==> src/rtl/pdc_pkg.sv <==
package pdc_pkg;

    typedef enum logic [1:0] {
        OP_HOLD   = 2'd0,
        OP_INC    = 2'd1,
        OP_LOAD   = 2'd2,
        OP_RELOAD = 2'd3
    } pdc_op_e;

    typedef struct packed {
        logic load_n;
        logic cnt_en_n;
        logic tc_reload;
    } pdc_ctl_t;

    // Priority: explicit load, hold, then reload at terminal or increment.
    function automatic pdc_op_e pick_op(input pdc_ctl_t c, input logic at_term);
        if (!c.load_n)
            return OP_LOAD;
        else if (c.cnt_en_n)
            return OP_HOLD;
        else if (c.tc_reload && at_term)
            return OP_RELOAD;
        else
            return OP_INC;
    endfunction

endpackage

==> src/rtl/pdc_ctrl.sv <==
module pdc_ctrl
    import pdc_pkg::*;
(
    input  pdc_ctl_t ctl,
    input  logic     at_term,
    output pdc_op_e  op
);
    always_comb op = pick_op(ctl, at_term);
endmodule

==> src/rtl/pdc_term.sv <==
module pdc_term #(
    parameter int W = 8
) (
    input  logic [W-1:0] cnt,
    output logic         at_term
);
    // Build the all-ones detect as a chain of per-bit AND stages.
    logic [W:0] chain;
    assign chain[0] = 1'b1;
    for (genvar i = 0; i < W; i++) begin : g_and
        assign chain[i+1] = chain[i] & cnt[i];
    end
    assign at_term = chain[W];
endmodule

==> src/rtl/pdc_reg.sv <==
module pdc_reg
    import pdc_pkg::*;
#(
    parameter int W = 8
) (
    input  logic         clk,
    input  logic         mreset,
    input  pdc_op_e      op,
    input  logic [W-1:0] preset,
    output logic [W-1:0] cnt
);
    localparam logic [W-1:0] ONE = {{(W-1){1'b0}}, 1'b1};

    logic [W-1:0] nxt;

    always_comb begin
        unique case (op)
            OP_LOAD, OP_RELOAD: nxt = preset;
            OP_INC:             nxt = cnt + ONE;
            default:            nxt = cnt;
        endcase
    end

    always_ff @(posedge clk or posedge mreset) begin
        if (mreset) cnt <= '0;
        else        cnt <= nxt;
    end

    a_r2_load_copies: assert property (@(posedge clk) disable iff (mreset)
        op == OP_LOAD |=> cnt == $past(preset));
    a_r5_hold_keeps: assert property (@(posedge clk) disable iff (mreset)
        op == OP_HOLD |=> $stable(cnt));
endmodule

==> src/rtl/preset_div_counter.sv <==
module preset_div_counter
    import pdc_pkg::*;
#(
    parameter int W = 8
) (
    input  logic         clk,
    input  logic         mreset,
    input  logic         cnt_en_n,
    input  logic         load_n,
    input  logic         tc_reload,
    input  logic [W-1:0] preset,
    output logic [W-1:0] count,
    output logic         tc_n
);
    localparam logic [W-1:0] ALL1 = '1;

    pdc_ctl_t ctl;
    pdc_op_e  op;
    logic     at_term;

    assign ctl = '{load_n: load_n, cnt_en_n: cnt_en_n, tc_reload: tc_reload};

    pdc_term #(.W(W)) u_term (.cnt(count), .at_term(at_term));
    pdc_ctrl          u_ctrl (.ctl(ctl), .at_term(at_term), .op(op));
    pdc_reg  #(.W(W)) u_reg  (.clk(clk), .mreset(mreset), .op(op),
                              .preset(preset), .cnt(count));

    assign tc_n = ~at_term;

    a_r1_reset_clears: assert property (@(posedge clk)
        mreset |-> (count == '0 && tc_n));
    a_r3_wraps_zero: assert property (@(posedge clk) disable iff (mreset)
        (load_n && !cnt_en_n && !tc_reload && count == ALL1) |=> count == '0);
    a_r4_reloads: assert property (@(posedge clk) disable iff (mreset)
        (load_n && !cnt_en_n && tc_reload && !tc_n) |=> count == $past(preset));
    a_r8_load_first: assert property (@(posedge clk) disable iff (mreset)
        (!load_n && !tc_n && tc_reload) |=> count == $past(preset));
endmodule

==> config.mk <==
export PLATFORM = sky130hd
export DESIGN_NAME = preset_div_counter
export DESIGN_NICKNAME = d
export VERILOG_FILES = /design/src/rtl/pdc_pkg.sv /design/src/rtl/pdc_ctrl.sv /design/src/rtl/pdc_term.sv /design/src/rtl/pdc_reg.sv /design/src/rtl/preset_div_counter.sv
export SDC_FILE = /design/constraint.sdc
export NUM_CORES = 1
export LEC_CHECK = 0
export ABC_AREA = 1
export BUFFER_PORTS_ARGS = -buffer_cell sky130_fd_sc_hd__buf_2
export CORE_MARGIN = 3
export CORE_UTILIZATION = 47
export CTS_CLUSTER_SIZE = 40
export DETAILED_ROUTE_END_ITERATION = 12
export PLACE_DENSITY = 0.72
export SYNTH_ARGS = -nofsm -noshare
export SYNTH_HDL_FRONTEND = slang
export SYNTH_SLANG_ARGS = --single-unit
==> constraint.sdc <==
create_clock -name clk -period 1.8 [get_ports clk]
set_input_delay 0.27 -clock clk [delete_from_list [all_inputs] [get_ports clk]]
set_output_delay 0.27 -clock clk [all_outputs]
set_load 0.02 [all_outputs]
Word level (Yosys, flattened, before mapping)
Index checks and enable logic that the tools add are counted.

Register bits after elaboration: 8. Output and inout port bits: 9. Word-level logic and storage cells: 20.

Add/sub/neg operators: 1. Equal/unequal tests: 3. Mux-type cells: 4. Bitwise logic cells: 8. Reductions and logical operators: 3.

Operators by type and width (count): 8-bit case mux with 2 select lines (1); 8-bit by 1-bit adder with 8-bit output, second input constant (1); 1-bit bitwise AND (7); 2-bit 2-to-1 mux (3); 2-bit equality test, second input constant (2); 2-bit by 1-bit equality test with 1-bit output, second input constant (1); 2-bit nonzero test (1); 2-bit OR reduction (1); 1-bit logical AND (1); 1-bit NOT (1).

Depth between registers and ports, before layout
Gate-level depths: netlist of the first run.

Word-level depth: 14. Mapped depth: 10.

Cells and area by module
A second synthesis of the first run with hierarchy kept.

Cell total of the unflattened synthesis: 84. Area, all modules: 578.1 µm².

By module, submodules not included: pdc_reg (instances 1, cells each 67, area each 508.0 µm², seq. area each 200.2 µm²); pdc_term (instances 1, cells each 11, area each 41.3 µm², seq. area each 0.0 µm²); pdc_ctrl (instances 1, cells each 5, area each 25.0 µm², seq. area each 0.0 µm²); preset_div_counter (instances 1, cells each 1, area each 3.8 µm², seq. area each 0.0 µm²).

Least setup slack after synthesis of the first run
No wires, ideal clock.

Kind: register to register. Start: register u_reg.cnt[0]. End: register u_reg.cnt[5]. Library setup time: 118 ps. Arrival: 1415 ps. Data required time: 1682 ps. Setup slack: 267 ps. Stages on the path, launching flop included: 11. Buffers on the path: 0. Cells stage by stage: dfrtp_1 > ha_1 > ha_1 > nand2_1 > inv_1 > nand3_4 > nand2_4 > inv_2 > nand2_1 > nand3_1 > nand2_1.

Cells in the longest elaborated chain, start to end: 14.

Ends and longest elaborated chain: start, declared (RTL line pdc_reg.sv:10) `output logic [W-1:0] cnt`; start signal, assigned (RTL line pdc_reg.sv:26) `else cnt <= nxt;`; 1-bit bitwise AND (7 in series) (RTL line pdc_term.sv:11) `assign chain[i+1] = chain[i] & cnt[i];`; 1-bit logical AND (RTL line pdc_pkg.sv:22) `else if (c.tc_reload && at_term)`; 2-bit 2-to-1 mux (RTL line pdc_pkg.sv:22); 2-bit 2-to-1 mux (RTL line pdc_pkg.sv:20) `else if (c.cnt_en_n)`; 2-bit 2-to-1 mux (RTL line pdc_pkg.sv:18) `if (!c.load_n)`; 2-bit equality test (RTL line pdc_reg.sv:17) `unique case (op)`; 2-bit OR reduction (RTL line pdc_reg.sv:17); 8-bit case mux with 2 select lines / 2-bit nonzero test (equally long branches).

Parallel ways exist; a longest one is shown, timed or not. A chain may end at the register's enable or synchronous reset.

Worst setup path in the final report of the first run
Start: register u_reg.cnt[0]. End: output port tc_n.

Cells in the longest elaborated chain, start to end: 8.

Ends and longest elaborated chain: 1-bit bitwise AND (7 in series) (RTL line pdc_term.sv:11); 1-bit NOT (RTL line preset_div_counter.sv:28) `assign tc_n = ~at_term;`; end, declared (RTL line preset_div_counter.sv:13) `output logic tc_n`.

No other way between the ends.

==> results_tabular.tex, run 1 <==
\begin{tabular}{lr}
\hline
Metric & Value \\
\hline
\multicolumn{2}{l}{\textbf{Global routing}} \\
Maximum number of pins on one net before global-route repair & 10 \\
Overall track demand over capacity in global routing & 21.7\% \\
Number of global-route vias before repair & 650 \\
Antenna violations before repair & 0 \\
Aggregate global routing overflow & 0 \\
First-pass GRT wire length & 2900 um \\
\multicolumn{2}{l}{\textbf{CTS}} \\
TritonCTS clock tree & yes \\
Worst-Skew Late Latency & 260 ps \\
Buffer cell driving the clock tree root & sky130\_fd\_sc\_hd\_\_clkbuf\_4 \\
Total number of H-tree levels & 1 \\
Number of clock sinks & 8 \\
Clock-pin slew on the worst setup and hold paths & 60 ps \\
Buffer depth of the longest clock path & 2 \\
Num CTS Buffers & 3 \\
\multicolumn{2}{l}{\textbf{Route}} \\
Detailed-router iteration count before antenna repair & 4 \\
Final routed wirelength across all metal layers & 1680 um \\
Drt via density & 4.87 \\
Initial DRC count & 14 \\
Routed length per instance & between 10 and 15 um \\
Count of nets left with antenna violations after detail routing & 0 \\
Overall via count from detail\_route & 692 \\
Post-detailed-route DRC marker count & 0 \\
\multicolumn{2}{l}{\textbf{Synthesis}} \\
Average footprint of a synthesized cell & about 6.2 sq um \\
Distinct cell type count of the synthesized netlist & 16 \\
Seq cells post-synth & 8 \\
Cell Area, Synth & roughly 640 sq um \\
Sequential fraction of the synthesis area & 31.5\% \\
Instance count of the mapped netlist & 102 \\
Synth Warn \# & 0 \\
Predominant post-synthesis flop cell & sky130\_fd\_sc\_hd\_\_dfrtp\_1 \\
Post-synthesis async set-or-reset flop share & 100\% \\
Number of enable flip-flop cells after synthesis & 0 \\
Mapped Nets & 117 \\
\multicolumn{2}{l}{\textbf{Worst setup path}} \\
R2R setup slack & 270 ps \\
Slowest CP cell & sky130\_fd\_sc\_hd\_\_dfrtp\_2 \\
Max Fanout on Critical Path & 5 \\
Worst Setup End Kind & output pin \\
Max stage delay on crit path & 430 ps \\
WP data arrival & 1440 ps \\
List of cells traversed by the critical path & ha\_1 > ha\_1 > nand2\_1 > inv\_1 > nand2\_1 > buf\_2 \\
WP data required & about 1500 ps \\
Worst Path Class, Setup & reg -> out \\
Element type at the critical path start & flop \\
\multicolumn{2}{l}{\textbf{Cells and area}} \\
Multi-input gate area & roughly 360 sq um \\
Register area & 201 sq um \\
Final net count & 145 \\
Most common cell after layout, fill and taps aside & sky130\_fd\_sc\_hd\_\_nand2\_1 \\
Top flop regs & u\_reg.cnt: 8 flops \\
ANT cells & 0 \\
Share of cells above drive strength 1 & 24.2\% \\
Final instance area & between 700 and 800 sq um \\
Register with the most flip-flops & u\_reg.cnt \\
Commonest non-fill, non-tap cells in the layout & sky130\_fd\_sc\_hd\_\_nand2\_1, sky130\_fd\_sc\_hd\_\_buf\_2, sky130\_fd\_sc\_hd\_\_inv\_1 \\
Area growth from synthesis to final layout & 25.8\% \\
Flip-flop count of the largest register after layout & 8 \\
Filler Cell Count & between 100 and 150 \\
\multicolumn{2}{l}{\textbf{Power}} \\
Combinational group share of total power & 32.6\% \\
Int Power & 0.348 mW \\
Switching Fraction & 38.0\% \\
Leakage & 0.501 nW \\
Total power divided by cell area & 702 mW/mm\^{}2 \\
Worst vdd ir & 0.417 mV \\
Final Total Pwr & roughly 0.56 mW \\
Net switching component of the power & 0.213 mW \\
Share of total power in the clock network & between 20 and 30\% \\
Part of the power in registers & roughly two fifths \\
\multicolumn{2}{l}{\textbf{Job}} \\
Reported max-cap violation count & 0 \\
\multicolumn{2}{l}{\textbf{Timing}} \\
Period utilisation layout & between 90 and 100\% \\
Worst path setup slack after routing & 86.1 ps \\
Setup repair after global routing missed its margin & false \\
Number of setup violations in the final report & 0 \\
Final worst hold slack & about 240 ps \\
Max-slew violations & 0 \\
Clock tree skew after final layout & 0.527 ps \\
Min Tclk post-route & 1710 ps \\
Highest attainable clock frequency & 583 MHz \\
Endpoints failing hold & 0 \\
Sum of negative setup slack & 0 ps \\
Worst slew pin tran & 413 ps \\
Max transition margin & 72.4\% \\
\multicolumn{2}{l}{\textbf{Status}} \\
Outcome & finished, final reports clean \\
\multicolumn{2}{l}{\textbf{Placement}} \\
Worst Setup Slack post-DPL & 237 ps \\
Placed Area & $\sim$760 sq um \\
HPWL after detailed placement & roughly 1300 um \\
Port Buffers & 21 \\
Weighted congestion reported at the end of routability-driven placement & 0.871 \\
\multicolumn{2}{l}{\textbf{Floorplanning}} \\
Count of pins on the block boundary & 22 \\
Die Area & 0.00183 sq mm \\
Number of placement rows & 12 \\
Placeable core region & 0.00119 sq mm \\
Chip Width & roughly 43 um \\
Initial Utilization & 53.6\% \\
Vertical die dimension & 42.8 um \\
\multicolumn{2}{l}{\textbf{Min path}} \\
Hold Crit Class & in -> reg \\
\hline
\end{tabular}
metal layers:
layer  wire length [um]  part of all wire (%)  global-route usage (%)  vias up
met1                760                    45                    26.3      306
li1                   -                     -                       -      364
met2                820                    49                    36.8       16
met4                 32                   1.9                    9.32        0
met3                 63                   3.8                    3.81        6
met5                  0                     0                       0        -
power by group through the flow:
stage               logic, mW  registers, mW  clock network (mW)
floorplan              0.0919          0.257                   0
global route            0.209          0.239               0.156
finish                  0.183          0.234               0.144
detailed placement      0.177          0.237                   0
global placement        0.172          0.236                   0
CTS                     0.180          0.234               0.148
layout make-up:
class,instances,area share [%]
multi-input cells,73,44.6
flip-flops and latches,8,25.2
repair buffers,23,15.3
inverters,21,9.86
clock buffers,3,2.82
well taps,14,2.19
worst paths after layout:
kind                                               start                  endpoint  cells after the start
worst max-delay path            u_reg.cnt[0]$_DFFE_PP0P_                      tc_n                      6
worst min-delay path                           preset[0]  u_reg.cnt[0]$_DFFE_PP0P_                      3
worst max register to register  u_reg.cnt[0]$_DFFE_PP0P_  u_reg.cnt[6]$_DFFE_PP0P_                     10
worst min register to register  u_reg.cnt[0]$_DFFE_PP0P_  u_reg.cnt[0]$_DFFE_PP0P_                      1
max in group asynchronous                         mreset  u_reg.cnt[0]$_DFFE_PP0P_                      3
min in group asynchronous                         mreset  u_reg.cnt[1]$_DFFE_PP0P_                      3
cells in the mapped netlist, types with 2 or more instances:
| library cell | number | area [sq um] |
|---|---|---|
| sky130_fd_sc_hd__nand2_1 | 45 | 169 |
| sky130_fd_sc_hd__nor2_1 | 4 | 15.0 |
| sky130_fd_sc_hd__inv_1 | 20 | 75.1 |
| sky130_fd_sc_hd__nand3b_1 | 2 | 15.0 |
| sky130_fd_sc_hd__ha_1 | 2 | 25.0 |
| sky130_fd_sc_hd__dfrtp_1 | 8 | 200 |
| sky130_fd_sc_hd__nand3_1 | 12 | 60.1 |
through the flow:
| step | instances | util (%) |
|---|---|---|
| 5_1_grt | 142 | 67.4 |
| 4_1_cts | 141 | 66.7 |
| 3_5_place_dp | 137 | 63.9 |
| 6_report | 142 | 67.4 |
| 3_3_place_gp | 137 | 63.9 |
| 2_1_floorplan | 102 | - |
worst max-delay path, delay by kind of cell (launching register included):
family / cells / cell delay, ps
buffers and inverters: 2 / 230
adders and majority gates: 2 / 400
DFF: 1 / 430
and+or+nand+nor: 2 / 120
cells by family (layout without fill, tap and decap cells):
family,count (synthesis),in the layout,synth area share (%)
adders and majority gates,2,2,3.94
DFF,8,8,31.5
and+or+nand+nor,68,68,49.0
buffers and inverters,21,47,12.4
AOI/OAI and AO/OA,3,3,3.15
timing repair:
| action | CTS | global route |
|---|---|---|
| buffers inserted | 0 | 1 |
| hold endpoints to repair | 8 | 0 |
| setup endpoints to repair | 0 | 1 |
| hold buffers | 1 | 0 |
| gates resized for setup | 0 | 1 |
No activity file was read; power rests on OpenSTA's default activity.
==> run 2, diff against run 1 <==
CTS_BUF_LIST = sky130_fd_sc_hd__clkbuf_8 sky130_fd_sc_hd__clkbuf_16   (was not set)
==> results_tabular.tex, run 2 (synthesized netlist as in run 1, its figures left out) <==
\begin{tabular}{lr}
\hline
Metric & Value \\
\hline
\multicolumn{2}{l}{\textbf{Route}} \\
Detailed-router iteration count before antenna repair & 4 (unchanged) \\
Initial DRC count & 16 (+2) \\
Routed length per instance & 12.4 um (+5.0\%) \\
Overall via count from detail\_route & 700 (+1.2\%) \\
Final routed wirelength across all metal layers & 1750 um (+4.2\%) \\
Drt via density & 4.96 (+1.9\%) \\
Post-detailed-route DRC marker count & 0 (unchanged) \\
Count of nets left with antenna violations after detail routing & 0 (unchanged) \\
\multicolumn{2}{l}{\textbf{Placement}} \\
Instance count after placement with tap cells included & 137 (unchanged) \\
Placed Area & 758 sq um (unchanged) \\
Port Buffers & 21 (unchanged) \\
Weighted congestion reported at the end of routability-driven placement & 0.871 (unchanged) \\
HPWL after detailed placement & 1320 um (unchanged) \\
\multicolumn{2}{l}{\textbf{Timing}} \\
Min Tclk post-route & 1720 ps (+8.89 ps) \\
Clock tree skew after final layout & 0.647 ps (+0.120 ps) \\
Worst slew pin tran & 406 ps (-6.83 ps) \\
Sum of negative setup slack & 0 ps (unchanged) \\
Highest attainable clock frequency & 580 MHz (-0.52\%) \\
Number of setup violations in the final report & 0 (unchanged) \\
Max transition margin & 72.8\% (+0.46 points) \\
Max-slew violations & 0 (unchanged) \\
Setup repair after global routing missed its margin & false \\
Period utilisation layout & 95.7\% (+0.49 points) \\
Endpoints failing hold & 0 (unchanged) \\
\multicolumn{2}{l}{\textbf{CTS}} \\
Buffer depth of the longest clock path & 2 (unchanged) \\
Num CTS Buffers & 3 (unchanged) \\
Clock-pin slew on the worst setup and hold paths & 40 ps (-20 ps) \\
Number of setup buffers added after CTS & 0 (unchanged) \\
Worst-Skew Late Latency & 230 ps (-30 ps) \\
Number of clock sinks & 8 (unchanged) \\
TritonCTS clock tree & yes \\
Total number of H-tree levels & 1 (unchanged) \\
Buffer cell driving the clock tree root & sky130\_fd\_sc\_hd\_\_clkbuf\_8 \\
\multicolumn{2}{l}{\textbf{Job}} \\
Reported max-cap violation count & 0 (unchanged) \\
\multicolumn{2}{l}{\textbf{Worst setup path}} \\
Worst Path Class, Setup & reg -> out \\
Element type at the critical path start & flop \\
Max Fanout on Critical Path & 7 (+2) \\
WP data required & 1530 ps (about the same) \\
WP data arrival & 1450 ps (about the same) \\
Worst Setup End Kind & output pin \\
Length in cells of the worst reg-to-reg path & 10 (unchanged) \\
Crit Reg-Reg Endpoint & u\_reg.cnt[6]\$\_DFFE\_PP0P\_ \\
R2R setup slack & 220 ps (-50 ps) \\
Worst flop-to-flop path startpoint & u\_reg.cnt[0]\$\_DFFE\_PP0P\_ \\
\multicolumn{2}{l}{\textbf{Min path}} \\
Hold wc startpoint & preset[0] \\
Hold path cells & 3 (unchanged) \\
Hold Crit Class & in -> reg \\
Endpoint of the worst hold path & u\_reg.cnt[0]\$\_DFFE\_PP0P\_ \\
\multicolumn{2}{l}{\textbf{Floorplanning}} \\
Vertical die dimension & 42.8 um (unchanged) \\
Placeable core region & 0.00119 sq mm (unchanged) \\
Chip Width & 42.8 um (unchanged) \\
Initial Utilization & 53.6\% (unchanged) \\
Count of pins on the block boundary & 22 (unchanged) \\
Die Area & 0.00183 sq mm (unchanged) \\
Number of placement rows & 12 (unchanged) \\
\multicolumn{2}{l}{\textbf{Global routing}} \\
Aggregate global routing overflow & 0 (unchanged) \\
Antenna violations before repair & 0 (unchanged) \\
Overall track demand over capacity in global routing & 22.4\% (+0.69 points) \\
First-pass GRT wire length & 2990 um (+2.9\%) \\
Maximum number of pins on one net before global-route repair & 10 (unchanged) \\
Number of global-route vias before repair & 684 (+5.2\%) \\
\multicolumn{2}{l}{\textbf{Power}} \\
Total power divided by cell area & 790 mW/mm\^{}2 (+13\%) \\
Worst vdd ir & 0.480 mV (+15\%) \\
Leakage & 0.505 nW (+0.79\%) \\
Final Total Pwr & 0.639 mW (+14\%) \\
\multicolumn{2}{l}{\textbf{Cells and area}} \\
Most common cell after layout, fill and taps aside & sky130\_fd\_sc\_hd\_\_nand2\_1 \\
Final net count & 144 (-0.69\%) \\
Multi-input gate area & 357 sq um (unchanged) \\
Flip-flop count of the largest register after layout & 8 (unchanged) \\
Finished Core Util & 68.2\% (+0.84 points) \\
Non-Filler Instances & 141 (-0.70\%) \\
Register with the most flip-flops & u\_reg.cnt \\
Commonest non-fill, non-tap cells in the layout & sky130\_fd\_sc\_hd\_\_nand2\_1, sky130\_fd\_sc\_hd\_\_buf\_2, sky130\_fd\_sc\_hd\_\_inv\_1 \\
Share of cells above drive strength 1 & 22.8\% (-1.4 points) \\
Area growth from synthesis to final layout & 27.4\% \\
ANT cells & 0 (unchanged) \\
Top flop regs & u\_reg.cnt: 8 flops \\
Register area & 200 sq um (-0.62\%) \\
Filler Cell Count & 122 (+0.83\%) \\
Final instance area & 810 sq um (+1.3\%) \\
\multicolumn{2}{l}{\textbf{Status}} \\
Outcome & finished, final reports clean \\
\hline
\end{tabular}
[run 2: cell count changes in the layout (fill, tap and decap cells not counted), sizes merged]
cell and delta:
buf -1
[run 2: worst max path at each step]
stage,startpoint,to,slack [ps],cells past startpoint
global route,u_reg.cnt[0]$_DFFE_PP0P_,tc_n,2,6
floorplan,u_reg.cnt[0]$_DFFE_PP0P_,u_reg.cnt[5]$_DFFE_PP0P_,270,10
global placement,u_reg.cnt[0]$_DFFE_PP0P_,u_reg.cnt[6]$_DFFE_PP0P_,300,10
detailed placement,u_reg.cnt[0]$_DFFE_PP0P_,u_reg.cnt[6]$_DFFE_PP0P_,240,10
finish,u_reg.cnt[0]$_DFFE_PP0P_,tc_n,80,6
CTS,u_reg.cnt[0]$_DFFE_PP0P_,tc_n,70,6
[run 2: area by class of cell]
class                      count  share of cell area [%]
timing repair buffer          22                    14.2
sequential                     8                    24.7
clock buffer                   3                    5.10
inverter                      21                    9.74
multi-input combinational     73                    44.0
tap                           14                    2.16
[run 2: where the power goes]
part | switching [mW] | total [mW] | internal [mW]
sequential | 0.0347 | 0.237 | 0.202
combinational | 0.114 | 0.180 | 0.0665
clock | 0.0769 | 0.222 | 0.145
[run 2: critical path, stage by stage (launching register included)]
cell and delay (ps):
sky130_fd_sc_hd__dfrtp_1 440, sky130_fd_sc_hd__ha_1 250, sky130_fd_sc_hd__ha_1 180, sky130_fd_sc_hd__nand2_1 50, sky130_fd_sc_hd__inv_1 80, sky130_fd_sc_hd__nand2_1 70
sky130_fd_sc_hd__buf_2 150
[run 2: metal layers]
metal | global-route usage [%] | routed length (um) | vias to the layer above
li1 | - | - | 360
met1 | 26.3 | 783 | 308
met2 | 37.7 | 829 | 23
met3 | 4.24 | 81 | 9
met4 | 11.8 | 54 | 0
met5 | 0 | 0 | -
[run 2: timing repair]
item | 4_1_cts | 5_1_grt
hold buffers | 1 | 0
endpoints found under the hold margin | 8 | 0
gates resized for setup | 0 | 0
[run 2: per-stage QoR]
| stage | hold WS (ps) | setup slack (ps) |
|---|---|---|
| after global routing | 277 | 2.34 |
| after CTS | 272 | 70.0 |
| after detailed placement | 234 | 237 |
| after global placement | 227 | 300 |
| after floorplan | 85.7 | 267 |
| final | 272 | 77.2 |
==> run 3, diff against run 2 <==
ABC_AREA = not set   (was 1)
CORE_AREA = 3 3 40 42   (was not set)
CORE_MARGIN = not set   (was 3)
CORE_UTILIZATION = not set   (was 47)
DIE_AREA = 0 0 43 45   (was not set)
PLACE_DENSITY = 0.66   (was 0.72)
==> results_tabular.tex, run 3 <==
\begin{tabular}{lr}
\hline
Metric & Value \\
\hline
\multicolumn{2}{l}{\textbf{Global routing}} \\
Maximum number of pins on one net before global-route repair & 12 (+2) \\
Overall track demand over capacity in global routing & 15.0\% (-7.4 points) \\
Aggregate global routing overflow & 0 (unchanged) \\
Number of global-route vias before repair & 498 (-27\%) \\
Antenna violations before repair & 0 (unchanged) \\
First-pass GRT wire length & 2150 um (-28\%) \\
\multicolumn{2}{l}{\textbf{CTS}} \\
Num CTS Buffers & 3 (unchanged) \\
Clock-pin slew on the worst setup and hold paths & 40 ps (about the same) \\
Worst-Skew Late Latency & 230 ps (about the same) \\
Buffer depth of the longest clock path & 2 (unchanged) \\
Number of clock sinks & 8 (unchanged) \\
Buffer cell driving the clock tree root & sky130\_fd\_sc\_hd\_\_clkbuf\_8 \\
Total number of H-tree levels & 1 (unchanged) \\
TritonCTS clock tree & yes \\
\multicolumn{2}{l}{\textbf{Power}} \\
Final Total Pwr & 0.667 mW (+4.4\%) \\
Leakage & 0.357 nW (-29\%) \\
Total power divided by cell area & 841 mW/mm\^{}2 (+6.6\%) \\
Worst vdd ir & 0.547 mV (+14\%) \\
\multicolumn{2}{l}{\textbf{Route}} \\
Top layer used by detailed routing & met4 \\
Initial DRC count & 41 (+25) \\
Detailed-router iteration count before antenna repair & 4 (unchanged) \\
Metal2 WL & 675 um (-19\%) \\
Count of nets left with antenna violations after detail routing & 0 (unchanged) \\
Routed wire length on met3 & 144 um (+78\%) \\
Final routed wirelength across all metal layers & 1500 um (-14\%) \\
Routed length per instance & 14.0 um (+13\%) \\
Overall via count from detail\_route & 641 (-8.4\%) \\
Post-detailed-route DRC marker count & 0 (unchanged) \\
Drt via density & 5.99 (+21\%) \\
Wire length on met1 & 677 um (-14\%) \\
\multicolumn{2}{l}{\textbf{Placement}} \\
Weighted congestion reported at the end of routability-driven placement & 0.766 (-12\%) \\
Port Buffers & 21 (unchanged) \\
HPWL after detailed placement & 1030 um (-22\%) \\
Placed Area & 681 sq um (-10\%) \\
\multicolumn{2}{l}{\textbf{Synthesis}} \\
Post-synthesis async set-or-reset flop share & 100\% (unchanged) \\
Average footprint of a synthesized cell & 9.03 sq um (+45\%) \\
Leading cell types by total area after synthesis & sky130\_fd\_sc\_hd\_\_dfrtp\_1, sky130\_fd\_sc\_hd\_\_a2bb2oi\_1, sky130\_fd\_sc\_hd\_\_nand2\_1, sky130\_fd\_sc\_hd\_\_o21ai\_2, sky130\_fd\_sc\_hd\_\_ha\_1 \\
Instance count of the mapped netlist & 61 (-40\%) \\
Sequential fraction of the synthesis area & 36.4\% (+4.9 points) \\
Mapped Nets & 76 (-35\%) \\
Dominant cell type by area after synthesis & sky130\_fd\_sc\_hd\_\_dfrtp\_1 \\
Predominant post-synthesis flop cell & sky130\_fd\_sc\_hd\_\_dfrtp\_1 \\
Cell Area, Synth & 551 sq um (-13\%) \\
Most numerous cell types in the synthesized netlist & sky130\_fd\_sc\_hd\_\_dfrtp\_1, sky130\_fd\_sc\_hd\_\_nand2\_1, sky130\_fd\_sc\_hd\_\_a2bb2oi\_1, sky130\_fd\_sc\_hd\_\_nor2\_1 \\
Distinct cell type count of the synthesized netlist & 27 (+11) \\
Synth Warn \# & 0 (unchanged) \\
Top cell type's share of synthesized area & 36.4\% (+4.9 points) \\
Number of enable flip-flop cells after synthesis & 0 (unchanged) \\
Seq cells post-synth & 8 (unchanged) \\
Cell with the most instances after synthesis & sky130\_fd\_sc\_hd\_\_dfrtp\_1 \\
\multicolumn{2}{l}{\textbf{Worst setup path}} \\
WP data arrival & 1840 ps (+390 ps) \\
Worst Path Class, Setup & reg -> reg \\
Worst Setup End Kind & flop \\
Length in cells of the worst reg-to-reg path & 6 (-4) \\
Max Fanout on Critical Path & 6 (-1) \\
WP data required & 1910 ps (+380 ps) \\
Element type at the critical path start & flop \\
\multicolumn{2}{l}{\textbf{Cells and area}} \\
Register with the most flip-flops & u\_reg.cnt \\
ANT cells & 0 (unchanged) \\
Area growth from synthesis to final layout & 44.1\% \\
Top flop regs & u\_reg.cnt: 8 flops \\
Most common cell after layout, fill and taps aside & sky130\_fd\_sc\_hd\_\_buf\_2 \\
Final net count & 109 (-24\%) \\
Commonest non-fill, non-tap cells in the layout & sky130\_fd\_sc\_hd\_\_buf\_2, sky130\_fd\_sc\_hd\_\_buf\_4, sky130\_fd\_sc\_hd\_\_dfrtp\_1 \\
Share of cells above drive strength 1 & 43.5\% (+21 points) \\
Flip-flop count of the largest register after layout & 8 (unchanged) \\
Filler Cell Count & 103 (-16\%) \\
Final instance area & 793 sq um (-2.0\%) \\
\multicolumn{2}{l}{\textbf{Timing}} \\
Number of setup violations in the final report & 0 (unchanged) \\
Endpoints failing hold & 0 (unchanged) \\
Highest attainable clock frequency & 578 MHz (-0.35\%) \\
Max-slew violations & 0 (unchanged) \\
Max transition margin & 75.1\% (+2.2 points) \\
Period utilisation layout & 96.0\% (+0.34 points) \\
Min Tclk post-route & 1730 ps (+6.08 ps) \\
Clock tree skew after final layout & 3.81 ps (+3.16 ps) \\
Worst slew pin tran & 371 ps (-35.3 ps) \\
\multicolumn{2}{l}{\textbf{Floorplanning}} \\
Initial Utilization & 42.8\% (-11 points) \\
Count of pins on the block boundary & 22 (unchanged) \\
Chip Width & 43 um (+0.53\%) \\
Placeable core region & 0.00128 sq mm (+8.3\%) \\
Die Area & 0.00194 sq mm (+5.8\%) \\
Vertical die dimension & 45 um (+5.2\%) \\
Number of placement rows & 13 (+1) \\
\multicolumn{2}{l}{\textbf{Job}} \\
Reported max-cap violation count & 0 (unchanged) \\
\multicolumn{2}{l}{\textbf{Min path}} \\
Hold path cells & 2 (-1) \\
Hold Crit Class & in -> reg \\
\multicolumn{2}{l}{\textbf{Status}} \\
Outcome & finished, final reports clean \\
\hline
\end{tabular}
run 3: cell families after synthesis:
kind of cell	count (synthesis)	share of synthesized area (%)
and+or+nand+nor	27	25.5
AOI/OAI and AO/OA	18	25.0
DFF	8	36.4
buffers and inverters	4	5.00
muxes	2	3.64
adders and majority gates	2	4.54
run 3: metal layers:
layer	track usage, %	vias to the layer above
met3	5.58	2
met1	19.1	300
li1	-	297
met5	0	-
met4	5.42	0
met2	23.4	42
run 3: final cells by class:
| class | count | area (sq um) | area share [%] |
|---|---|---|---|
| timing repair buffer | 30 | 175 | 22.1 |
| sequential | 8 | 200 | 25.2 |
| tap | 15 | 18.8 | 2.37 |
| inverter | 1 | 3.75 | 0.473 |
| clock buffer | 3 | 41.3 | 5.21 |
| multi-input combinational | 50 | 354 | 44.6 |
run 3: path summary, 6_finish.rpt:
| check | start | to | slack, ps |
|---|---|---|---|
| min in group asynchronous | mreset | u_reg.cnt[4]$_DFFE_PP0P_ | 540 |
| min | preset[6] | u_reg.cnt[6]$_DFFE_PP0P_ | 280 |
| min reg2reg | u_reg.cnt[6]$_DFFE_PP0P_ | u_reg.cnt[6]$_DFFE_PP0P_ | 600 |
| max | u_reg.cnt[0]$_DFFE_PP0P_ | u_reg.cnt[5]$_DFFE_PP0P_ | 70 |
| max in group asynchronous | mreset | u_reg.cnt[0]$_DFFE_PP0P_ | 1010 |
| max reg2reg | u_reg.cnt[0]$_DFFE_PP0P_ | u_reg.cnt[5]$_DFFE_PP0P_ | 70 |
run 3: through the flow:
step	utilization [%]	setup TNS, ps	instances	hold WS (ps)	setup WS, ps
finish	61.7	0	107	279	71.1
global route	61.7	-42.5	107	278	-17.9
CTS	57.5	0	102	282	32.2
detailed placement	53.0	-4.32	98	235	-4.32
global placement	53.0	0	98	231	65.3
floorplan	-	0	61	85.7	0.446
run 3: repair_timing:
item	4_1_cts	5_1_grt
resized for setup	1	3
pin swaps	0	3
setup buffers	0	4
hold buffers	1	0
setup endpoints to repair	2	7
endpoints found under the hold margin	4	0
cloned	0	1
run 3: power by group:
group / leakage (nW) / switching [mW] / internal [mW] / total, mW
clock: 0.0216 / 0.0690 / 0.145 / 0.214
combinational: 0.243 / 0.119 / 0.101 / 0.220
sequential: 0.0921 / 0.0299 / 0.204 / 0.234
total: 0.357 / 0.218 / 0.449 / 0.667
run 3: critical path, stage by stage, from the launching register on:
cell and delay (ps):
sky130_fd_sc_hd__dfrtp_1 350, sky130_fd_sc_hd__ha_2 200, sky130_fd_sc_hd__ha_4 130, sky130_fd_sc_hd__nand4_1 230, sky130_fd_sc_hd__o21ai_4 310, sky130_fd_sc_hd__o21ai_2 90
sky130_fd_sc_hd__a221o_1 290
